### config.mk
export PLATFORM = sky130hd
export DESIGN_NAME = ckf_top
export DESIGN_NICKNAME = d
export VERILOG_FILES = /design/src/rtl/ckf_pkg.sv /design/src/rtl/ckf_cfg.sv /design/src/rtl/ckf_cnt.sv /design/src/rtl/ckf_acc.sv /design/src/rtl/ckf_top.sv
export SDC_FILE = /design/constraint.sdc
export NUM_CORES = 1
export LEC_CHECK = 0
export ABC_AREA = 1
export BUFFER_PORTS_ARGS = -buffer_cell sky130_fd_sc_hd__buf_2
export CORE_MARGIN = 2
export CORE_UTILIZATION = 35
export CTS_CLUSTER_DIAMETER = 100
export CTS_CLUSTER_SIZE = 40
export DETAILED_ROUTE_END_ITERATION = 8
export GPL_TIMING_DRIVEN = 0
export PLACE_DENSITY = 0.67
export RECOVER_POWER = 100
export SYNTH_ARGS = -nofsm -noshare
export SYNTH_HDL_FRONTEND = slang
export SYNTH_SLANG_ARGS = --single-unit
### constraint.sdc
create_clock -name clk -period 1.7 [get_ports clk]
set_input_delay 0.085 -clock clk [delete_from_list [all_inputs] [get_ports clk]]
set_output_delay 0.085 -clock clk [all_outputs]
set_load 0.05 [all_outputs]
### src/rtl/ckf_pkg.sv
package ckf_pkg;
  localparam int CODE_W  = 4;
  localparam int MAX_BLK = 32;
  localparam int BLK_W   = $clog2(MAX_BLK + 1);

  typedef enum logic [1:0] {
    ST_IDLE = 2'd0,
    ST_DATA = 2'd1,
    ST_CSUM = 2'd2,
    ST_HALT = 2'd3
  } ckf_state_e;

  // Thermometer code of w ones selects MAX_BLK >> w; anything else is 0 (invalid).
  function automatic logic [BLK_W-1:0] blk_len_of(input logic [CODE_W-1:0] code);
    logic [BLK_W-1:0] n;
    n = '0;
    for (int w = 0; w <= CODE_W; w++) begin
      if (code == CODE_W'((1 << w) - 1)) n = BLK_W'(MAX_BLK >> w);
    end
    return n;
  endfunction

  // A block closes on its N-th byte or on the last byte of the transfer.
  function automatic logic blk_close(input logic [BLK_W-1:0] pos,
                                     input logic [BLK_W-1:0] len,
                                     input logic             last);
    return (BLK_W'(pos + 1'b1) == len) || last;
  endfunction
endpackage

### src/rtl/ckf_cfg.sv
module ckf_cfg
  import ckf_pkg::*;
(
  input  logic              clk,
  input  logic              rst_n,
  input  logic              load,
  input  logic              rx_in,
  input  logic              en_in,
  input  logic [CODE_W-1:0] code_in,
  input  logic              total_lsb,
  output logic              cfg_ok,
  output logic              rx_q,
  output logic              en_q,
  output logic [BLK_W-1:0]  blk_len_q
);
  logic [BLK_W-1:0] len_dec;

  always_comb begin
    len_dec = blk_len_of(code_in);
    cfg_ok  = !total_lsb && (!en_in || (len_dec != '0));
  end

  always_ff @(posedge clk) begin
    if (!rst_n) begin
      rx_q      <= 1'b0;
      en_q      <= 1'b0;
      blk_len_q <= '0;
    end else if (load) begin
      rx_q      <= rx_in;
      en_q      <= en_in;
      blk_len_q <= len_dec;
    end
  end
endmodule

### src/rtl/ckf_cnt.sv
module ckf_cnt
  import ckf_pkg::*;
#(
  parameter int CNT_W = 16
) (
  input  logic             clk,
  input  logic             rst_n,
  input  logic             load,
  input  logic [CNT_W-1:0] load_val,
  input  logic             dec,
  input  logic             blk_clr,
  input  logic [BLK_W-1:0] blk_len,
  output logic [CNT_W-1:0] remaining,
  output logic             last_data,
  output logic             blk_end
);
  logic [BLK_W-1:0] blk_pos;

  always_comb begin
    last_data = (remaining == CNT_W'(1));
    blk_end   = blk_close(blk_pos, blk_len, last_data);
  end

  always_ff @(posedge clk) begin
    if (!rst_n) begin
      remaining <= '0;
      blk_pos   <= '0;
    end else begin
      if (load)     remaining <= load_val;
      else if (dec) remaining <= remaining - CNT_W'(1);
      if (load || blk_clr) blk_pos <= '0;
      else if (dec)        blk_pos <= BLK_W'(blk_pos + 1'b1);
    end
  end
endmodule

### src/rtl/ckf_acc.sv
module ckf_acc #(
  parameter int DATA_W = 8
) (
  input  logic              clk,
  input  logic              rst_n,
  input  logic              clr,
  input  logic              add,
  input  logic [DATA_W-1:0] din,
  output logic [DATA_W-1:0] sum
);
  always_ff @(posedge clk) begin
    if (!rst_n)   sum <= '0;
    else if (clr) sum <= '0;
    else if (add) sum <= sum + din;
  end
endmodule

### src/rtl/ckf_top.sv
module ckf_top
  import ckf_pkg::*;
#(
  parameter int DATA_W = 8,
  parameter int CNT_W  = 16
) (
  input  logic              clk,
  input  logic              rst_n,
  input  logic              start,
  input  logic              rx_mode,
  input  logic              ck_en,
  input  logic [CODE_W-1:0] len_code,
  input  logic [CNT_W-1:0]  byte_total,
  input  logic              s_valid,
  output logic              s_ready,
  input  logic [DATA_W-1:0] s_data,
  output logic              m_valid,
  input  logic              m_ready,
  output logic [DATA_W-1:0] m_data,
  output logic              busy,
  output logic              done,
  output logic              cfg_err,
  output logic              peer_err,
  output logic              ck_err_status,
  output logic [CNT_W-1:0]  residual
);
  ckf_state_e state_q, state_d;

  logic             cfg_ok, run_rx, run_en;
  logic [BLK_W-1:0] run_len;
  logic [CNT_W-1:0] remaining;
  logic             last_data, blk_end;
  logic [DATA_W-1:0] sum;

  // Named internal events (also observed by the checker).
  logic idle_like, accept, cfg_load, launch, empty_run;
  logic data_fire, csum_fire, mismatch, finish;

  always_comb begin
    idle_like = (state_q == ST_IDLE) || (state_q == ST_HALT);
    accept    = start && idle_like;
    cfg_load  = accept && cfg_ok;
    launch    = cfg_load && (byte_total != '0);
    empty_run = cfg_load && (byte_total == '0);
    data_fire = (state_q == ST_DATA) && s_valid && m_ready;
    csum_fire = (state_q == ST_CSUM) && (run_rx ? s_valid : m_ready);
    mismatch  = csum_fire && run_rx && (s_data != sum);
  end

  ckf_cfg u_cfg (
    .clk       (clk),
    .rst_n     (rst_n),
    .load      (cfg_load),
    .rx_in     (rx_mode),
    .en_in     (ck_en),
    .code_in   (len_code),
    .total_lsb (byte_total[0]),
    .cfg_ok    (cfg_ok),
    .rx_q      (run_rx),
    .en_q      (run_en),
    .blk_len_q (run_len)
  );

  ckf_cnt #(.CNT_W(CNT_W)) u_cnt (
    .clk       (clk),
    .rst_n     (rst_n),
    .load      (cfg_load),
    .load_val  (byte_total),
    .dec       (data_fire),
    .blk_clr   (csum_fire),
    .blk_len   (run_len),
    .remaining (remaining),
    .last_data (last_data),
    .blk_end   (blk_end)
  );

  ckf_acc #(.DATA_W(DATA_W)) u_acc (
    .clk   (clk),
    .rst_n (rst_n),
    .clr   (cfg_load || csum_fire),
    .add   (data_fire),
    .din   (s_data),
    .sum   (sum)
  );

  always_comb begin
    state_d = state_q;
    finish  = 1'b0;
    unique case (state_q)
      ST_IDLE, ST_HALT: begin
        if (launch)      state_d = ST_DATA;
        else if (accept) state_d = ST_IDLE;
      end
      ST_DATA: begin
        if (data_fire) begin
          if (run_en && blk_end) begin
            state_d = ST_CSUM;
          end else if (last_data) begin
            state_d = ST_IDLE;
            finish  = 1'b1;
          end
        end
      end
      ST_CSUM: begin
        if (csum_fire) begin
          if (mismatch) begin
            state_d = ST_HALT;
          end else if (remaining == '0) begin
            state_d = ST_IDLE;
            finish  = 1'b1;
          end else begin
            state_d = ST_DATA;
          end
        end
      end
      default: state_d = ST_IDLE;
    endcase
  end

  logic done_q, cfg_err_q, stat_q;

  always_ff @(posedge clk) begin
    if (!rst_n) begin
      state_q   <= ST_IDLE;
      done_q    <= 1'b0;
      cfg_err_q <= 1'b0;
      stat_q    <= 1'b0;
    end else begin
      state_q <= state_d;
      done_q  <= finish || empty_run;
      if (accept)   cfg_err_q <= !cfg_ok;
      if (mismatch) stat_q    <= 1'b1;
    end
  end

  always_comb begin
    s_ready = 1'b0;
    m_valid = 1'b0;
    m_data  = s_data;
    if (state_q == ST_DATA) begin
      s_ready = m_ready;
      m_valid = s_valid;
    end else if (state_q == ST_CSUM) begin
      s_ready = run_rx;
      m_valid = !run_rx;
      m_data  = sum;
    end
  end

  assign busy          = (state_q == ST_DATA) || (state_q == ST_CSUM);
  assign done          = done_q;
  assign cfg_err       = cfg_err_q;
  assign peer_err      = (state_q == ST_HALT);
  assign ck_err_status = stat_q;
  assign residual      = remaining;
endmodule

# Yosys cells after proc, flatten, opt, wreduce, memory -nomap -nowiden
# Cells that the tools add are included.
[totals]
ff_bits = 43
in_bits = 35
out_inout_bits = 31
elab_cells = 89
[classes]
add_sub_neg = 3
eq_ne = 14
mux = 30
bitwise = 1
reduce_logical = 31
[ops]
columns = ["op", "n"]
rows = [
  ["$logic_not 16->1", 2],
  ["$mux 16", 2],
  ["$mux 6", 5],
  ["$eq 16x1->1 const B", 1],
  ["$mux 8", 2],
  ["$reduce_bool 16->1", 1],
  ["$sub 16x1->16 const B", 1],
  ["$mux 2", 7],
  ["$mux 1", 12],
  ["$logic_and 1x1->1", 11],
  ["$add 8x8->8", 1],
  ["$ne 8x8->1", 1],
  ["$add 6x1->6 const B", 1],
  ["$eq 6x6->1", 1],
  ["$logic_or 1x1->1", 6],
  ["$pmux 2 s3", 1],
  ["$reduce_bool 6->1", 1],
  ["$eq 2x2->1 const B", 2],
  ["$eq 4x1->1 const B", 1],
  ["$eq 4x2->1 const B", 1],
  ["$eq 4x3->1 const B", 1],
  ["$eq 4x4->1 const B", 1],
  ["$logic_not 1->1", 4],
  ["$logic_not 4->1", 1],
  ["11 further kinds", 12],
]

# Depth between registers and ports, before layout
[logic_depth]
depth_word = 13
mapped_depth = 15
mapped_depth_nobuf = 15

# Modules after synthesis
# From an unflattened synthesis, not the netlist that was laid out.
[unflattened]
cells_unflattened = 517
hier_area_um2 = 3271.9
[modules_own_cells]
columns = ["mod", "instances", "cells_per_inst", "area_per_inst_um2", "seq_area_each_um2"]
rows = [
  ["ckf_cnt", 1, 245, 1552.7, 440.4],
  ["ckf_top", 1, 133, 718.2, 100.1],
  ["ckf_acc", 1, 97, 666.9, 160.2],
  ["ckf_cfg", 1, 42, 334.1, 140.1],
]

# Least setup slack after synthesis
# Ideal clock, no wire load.
[synth_path]
path_kind = "reg-to-output"
startpoint = "reg state_q[1]"
endpoint = "out m_data[1]"
arrival_time_ns = 2.077
required_ns = 1.615
slack_ns = -0.462
path_stages_with_launch = 7
path_buffers = 1
path_cell_list = "dfxtp_1 -> inv_1 -> ha_1 -> inv_1 -> nand2_1 -> buf_2 -> o21ai_0"
[synth_via]
elab_chain_cells = 3
word_cells_on_any_way = 4
classes_between = "2 x eq/ne; 2 x mux"
[synth_rtl]
columns = ["item", "line", "text"]
rows = [
  ["start, declared", "ckf_top.sv:27", "ckf_state_e state_q, state_d;"],
  ["start signal, assigned", "ckf_top.sv:129", "state_q <= state_d;"],
  ["$eq 2x2->1", "ckf_top.sv:143", "end else if (state_q == ST_CSUM) begin"],
  ["$mux 8", "ckf_top.sv:143", ""],
  ["$mux 8 *", "ckf_top.sv:140", "if (state_q == ST_DATA) begin"],
  ["end, declared", "ckf_top.sv:19", "output logic [DATA_W-1:0] m_data,"],
]
# Every way passes the cells marked *; elsewhere a longest branch is shown, timed or not.

# Worst setup path in the final report
[layout_path]
startpoint = "reg u_acc.sum[6]"
endpoint = "reg state_q[0]"
[layout_via]
elab_chain_cells = 5
[layout_rtl]
columns = ["item", "line", "text"]
rows = [
  ["start, declared", "ckf_acc.sv:9", "output logic [DATA_W-1:0] sum"],
  ["start signal, assigned", "ckf_acc.sv:14", "else if (add) sum <= sum + din;"],
  ["$ne 8x8->1", "ckf_top.sv:47", "mismatch = csum_fire && run_rx && (s_data != sum);"],
  ["$logic_and 1x1->1", "ckf_top.sv:47", ""],
  ["$mux 2", "ckf_top.sv:106", "if (mismatch) begin"],
  ["$mux 2", "ckf_top.sv:105", "if (csum_fire) begin"],
  ["$pmux 2 s3", "ckf_top.sv:89", "unique case (state_q)"],
]
# Every way passes these cells. The select of a mux whose other input is x is not followed.
# A chain may end at the register's enable or synchronous reset.

==> results.yml <==
route:
  vias: 3205
  routed_wl_um: 8769
  firstDrtPassIters: 4
  drtIter0Drc: 185
  ant_nets: 0
  drc: 0
  viasPerCell: 5.095
  wl_per_cell_um: 13.94
cts:
  clockBufferDepth: 2
  cts_buffers: 5
  root_buffer: "clkbuf_8"
  cts.clk_slew.worst_paths_ns: 0.09
  clock_latency_ns: 0.30
  htreeDepth: 2
  cts.sinks: 42
  cts_tree: "yes"
final_layout:
  layout.nets: 573
  fin_cells: 629
  post_route_cells_drive_above_1_share_pct: 36.64
  diodes: 0
  fill_cells: 784
  final_cell_mix: "83 x nand2_1, 41 x inv_1, 40 x nor2_1"
  area_delta_synth_final_pct: 40.67
  layout_commonest_cell: "nand2_1"
grt:
  grt_pass1_vias: 3058
  grt.overflow.total: 0
  track_usage_pct: 19.26
  grt_start_max_net_pins: 16
  antenna_found_initial: 0
  grt_pass1_wl_um: 13850
sta:
  setup_ws_ns: -0.04626
  fin_crit_ns: 1.746
  rsz0062_at_grt: "true"
  hold_viol_final: 0
  fin_crit_sh_pct: 102.7
  worst_pin_slew_ns: 0.6151
  slew_viol_final: 0
  tns_ns: -0.1207
  timing.slew.headroom_pct: 59.17
  fmax_ghz: 0.5727
  setup_viol: 4
  hold_ws_ns: 0.02505
  skew_ns: 0.01713
hold_path:
  hold_path_class: "in2reg"
worst_setup_path:
  arrival_ns: 1.93
  end_kind: "register"
  r2r_end: "state_q[0]"
  worst_setup_path_start_kind: "register"
  crit_fanout: 4
  endpoint: "state_q[0]"
  startpoint: "u_acc.sum[6]"
  ff2ff_setup_slack_ns: -0.05
  path_class: "reg2reg"
  cp.required_ns: 1.88
  r2r_start: "u_acc.sum[6]"
  reg2regPathDepth: 9
power_and_ir_drop:
  leakagePower_uw: 0.001728
  finalPower_uw: 4631
  power_density_nw_per_um2: 1136
  irDropWorstVdd_mv: 0.6101
placement:
  post-dp-hpwl_um: 6060
  io_buffer_count: 65
  gp_congestion: 0.8811
  pre_cts_slack_ns: -0.3447
  place_inst: 594
run_status:
  violations: "setup timing"
  status: "finished with violations"
floorplan:
  die_w_um: 94.99
  io_pins: 66
  dieArea_sq_um: 9023
  start_util_pct: 35.63
  core_sq_um: 8134
  num_rows: 33
  fp.dieH_um: 94.99
flow_run:
  max-cap-violations: 0
synth:
  syn_avg_cell_area_sq_um: 6.834
  synth_seq_area_share_pct: 29.02
  ys_warn_count: 0
  syn_inst: 424
  synth_cell_types: 38
  ys_seq_elements: 42
  syn_area_sq_um: 2898
  synth_nets: 474
-- metrics by stage --
| stage | utilization, % | instance area (sq um) |
|---|---|---|
| 6_report | 50.12 | 4076 |
| 5_1_grt | 50.12 | 4076 |
| 4_1_cts | 46.49 | 3781 |
| 3_5_place_dp | 41.39 | 3367 |
| 3_3_place_gp | 41.39 | 3367 |
| 2_1_floorplan | - | 2910 |
-- cell type report --
class | instances | area, sq um | area share, %
Buffer | 12 | 112.6 | 2.762
Clock buffer | 5 | 68.82 | 1.688
Clock inverter | 3 | 23.77 | 0.5832
Inverter | 58 | 236.5 | 5.801
Multi-Input combinational cell | 312 | 2028 | 49.75
Sequential cell | 42 | 867.1 | 21.27
Tap cell | 105 | 131.4 | 3.223
Timing Repair Buffer | 92 | 608.1 | 14.92
-- synthesized netlist by cell type --
master    instances  share of area, %
xnor2_1           3              0.91
a221oi_2          1              0.52
or2_2             1              0.22
mux2_2            6               2.3
clkbuf_8          1              0.47
nand3_1          24               4.1
o31ai_1           1              0.26
a211oi_1          5               1.3
nand3_4           1              0.60
o32ai_1           1              0.30
inv_2             6              0.78
nor2_1           43               5.6
o21ai_1           3              0.52
o22ai_1           3              0.65
buf_4             1              0.26
o211ai_1          6               1.6
nor3_1            3              0.52
nand3_2           3               1.0
o21ai_0          24               4.1
nor4_1            6               1.3
a21oi_2           8               2.4
clkbuf_1          3              0.39
xor2_1           10               3.0
fa_1              1              0.69
buf_6             3               1.2
nand4_1           6               1.3
dfxtp_1          42                29
buf_2             4              0.69
nor2_2            5               1.1
and3_1            1              0.22
a31oi_1           4              0.86
a21oi_1          28               4.8
o21bai_1          1              0.26
nor2_4            2              0.78
ha_1             14               6.0
inv_1            52               6.7
nand2_1          93                12
nand2_2           5               1.1
-- cell families after synthesis --
kind of cell	count (synthesis)	synth area share, %
compound gates	85	17.62
xor+xnor	13	3.929
fa+ha+maj	15	6.736
buf+inv	70	10.49
flops	42	29.02
mux	6	2.331
simple gates	193	29.88
-- what timing repair did --
item	CTS	global route
buffers inserted	16	10
pin swaps	16	26
hold buffers	0	0
resized for setup	63	78
setup endpoints to repair	48	46
cloned	2	1
-- worst max-delay path, stage by stage (launching register included) --
cell,delay (ns)
dfxtp_1,0.33
ha_1,0.35
nor4_2,0.25
nand3_1,0.14
nand2_2,0.12
nand2_1,0.08
a21oi_2,0.15
nand3_1,0.10
nand2_1,0.08
nor2_1,0.04
-- flip-flops by register name, summed over array words and instances (netlist names) --
signal           flops
u_cnt.remaining     16
u_acc.sum            8
u_cnt.blk_pos        6
u_cfg.blk_len_q      5
state_q              2
cfg_err              1
ck_err_status        1
done                 1
u_cfg.en_q           1
u_cfg.rx_q           1
-- how the worst min path moves through the flow --
stage                     start                  to  slack (ns)  depth (start not counted)
floorplan           len_code[3]  u_cfg.blk_len_q[2]        0.20                          1
global placement    len_code[3]  u_cfg.blk_len_q[2]        0.34                          2
detailed placement  len_code[3]  u_cfg.blk_len_q[2]        0.34                          2
CTS                 len_code[3]  u_cfg.blk_len_q[2]        0.02                          2
global route        len_code[3]  u_cfg.blk_len_q[2]        0.01                          2
finish              len_code[3]  u_cfg.blk_len_q[2]        0.03                          2
-- per-layer routing --
| metal | share of wire, % | up-vias | GRT usage [%] |
|---|---|---|---|
| li1 | - | 1598 | - |
| met1 | 45 | 1503 | 24.91 |
| met2 | 49 | 83 | 32.27 |
| met3 | 3.1 | 21 | 3.192 |
| met4 | 2.2 | 0 | 6.884 |
| met5 | 0 | - | 0 |
-- power by group --
| part | internal, uW | switching [uW] | total [uW] |
|---|---|---|---|
| clock network | 294 | 379 | 673 |
| logic | 998 | 1700 | 2700 |
| registers | 1110 | 147 | 1260 |
| total | 2410 | 2230 | 4630 |
No activity file was read; power rests on OpenSTA's default activity.
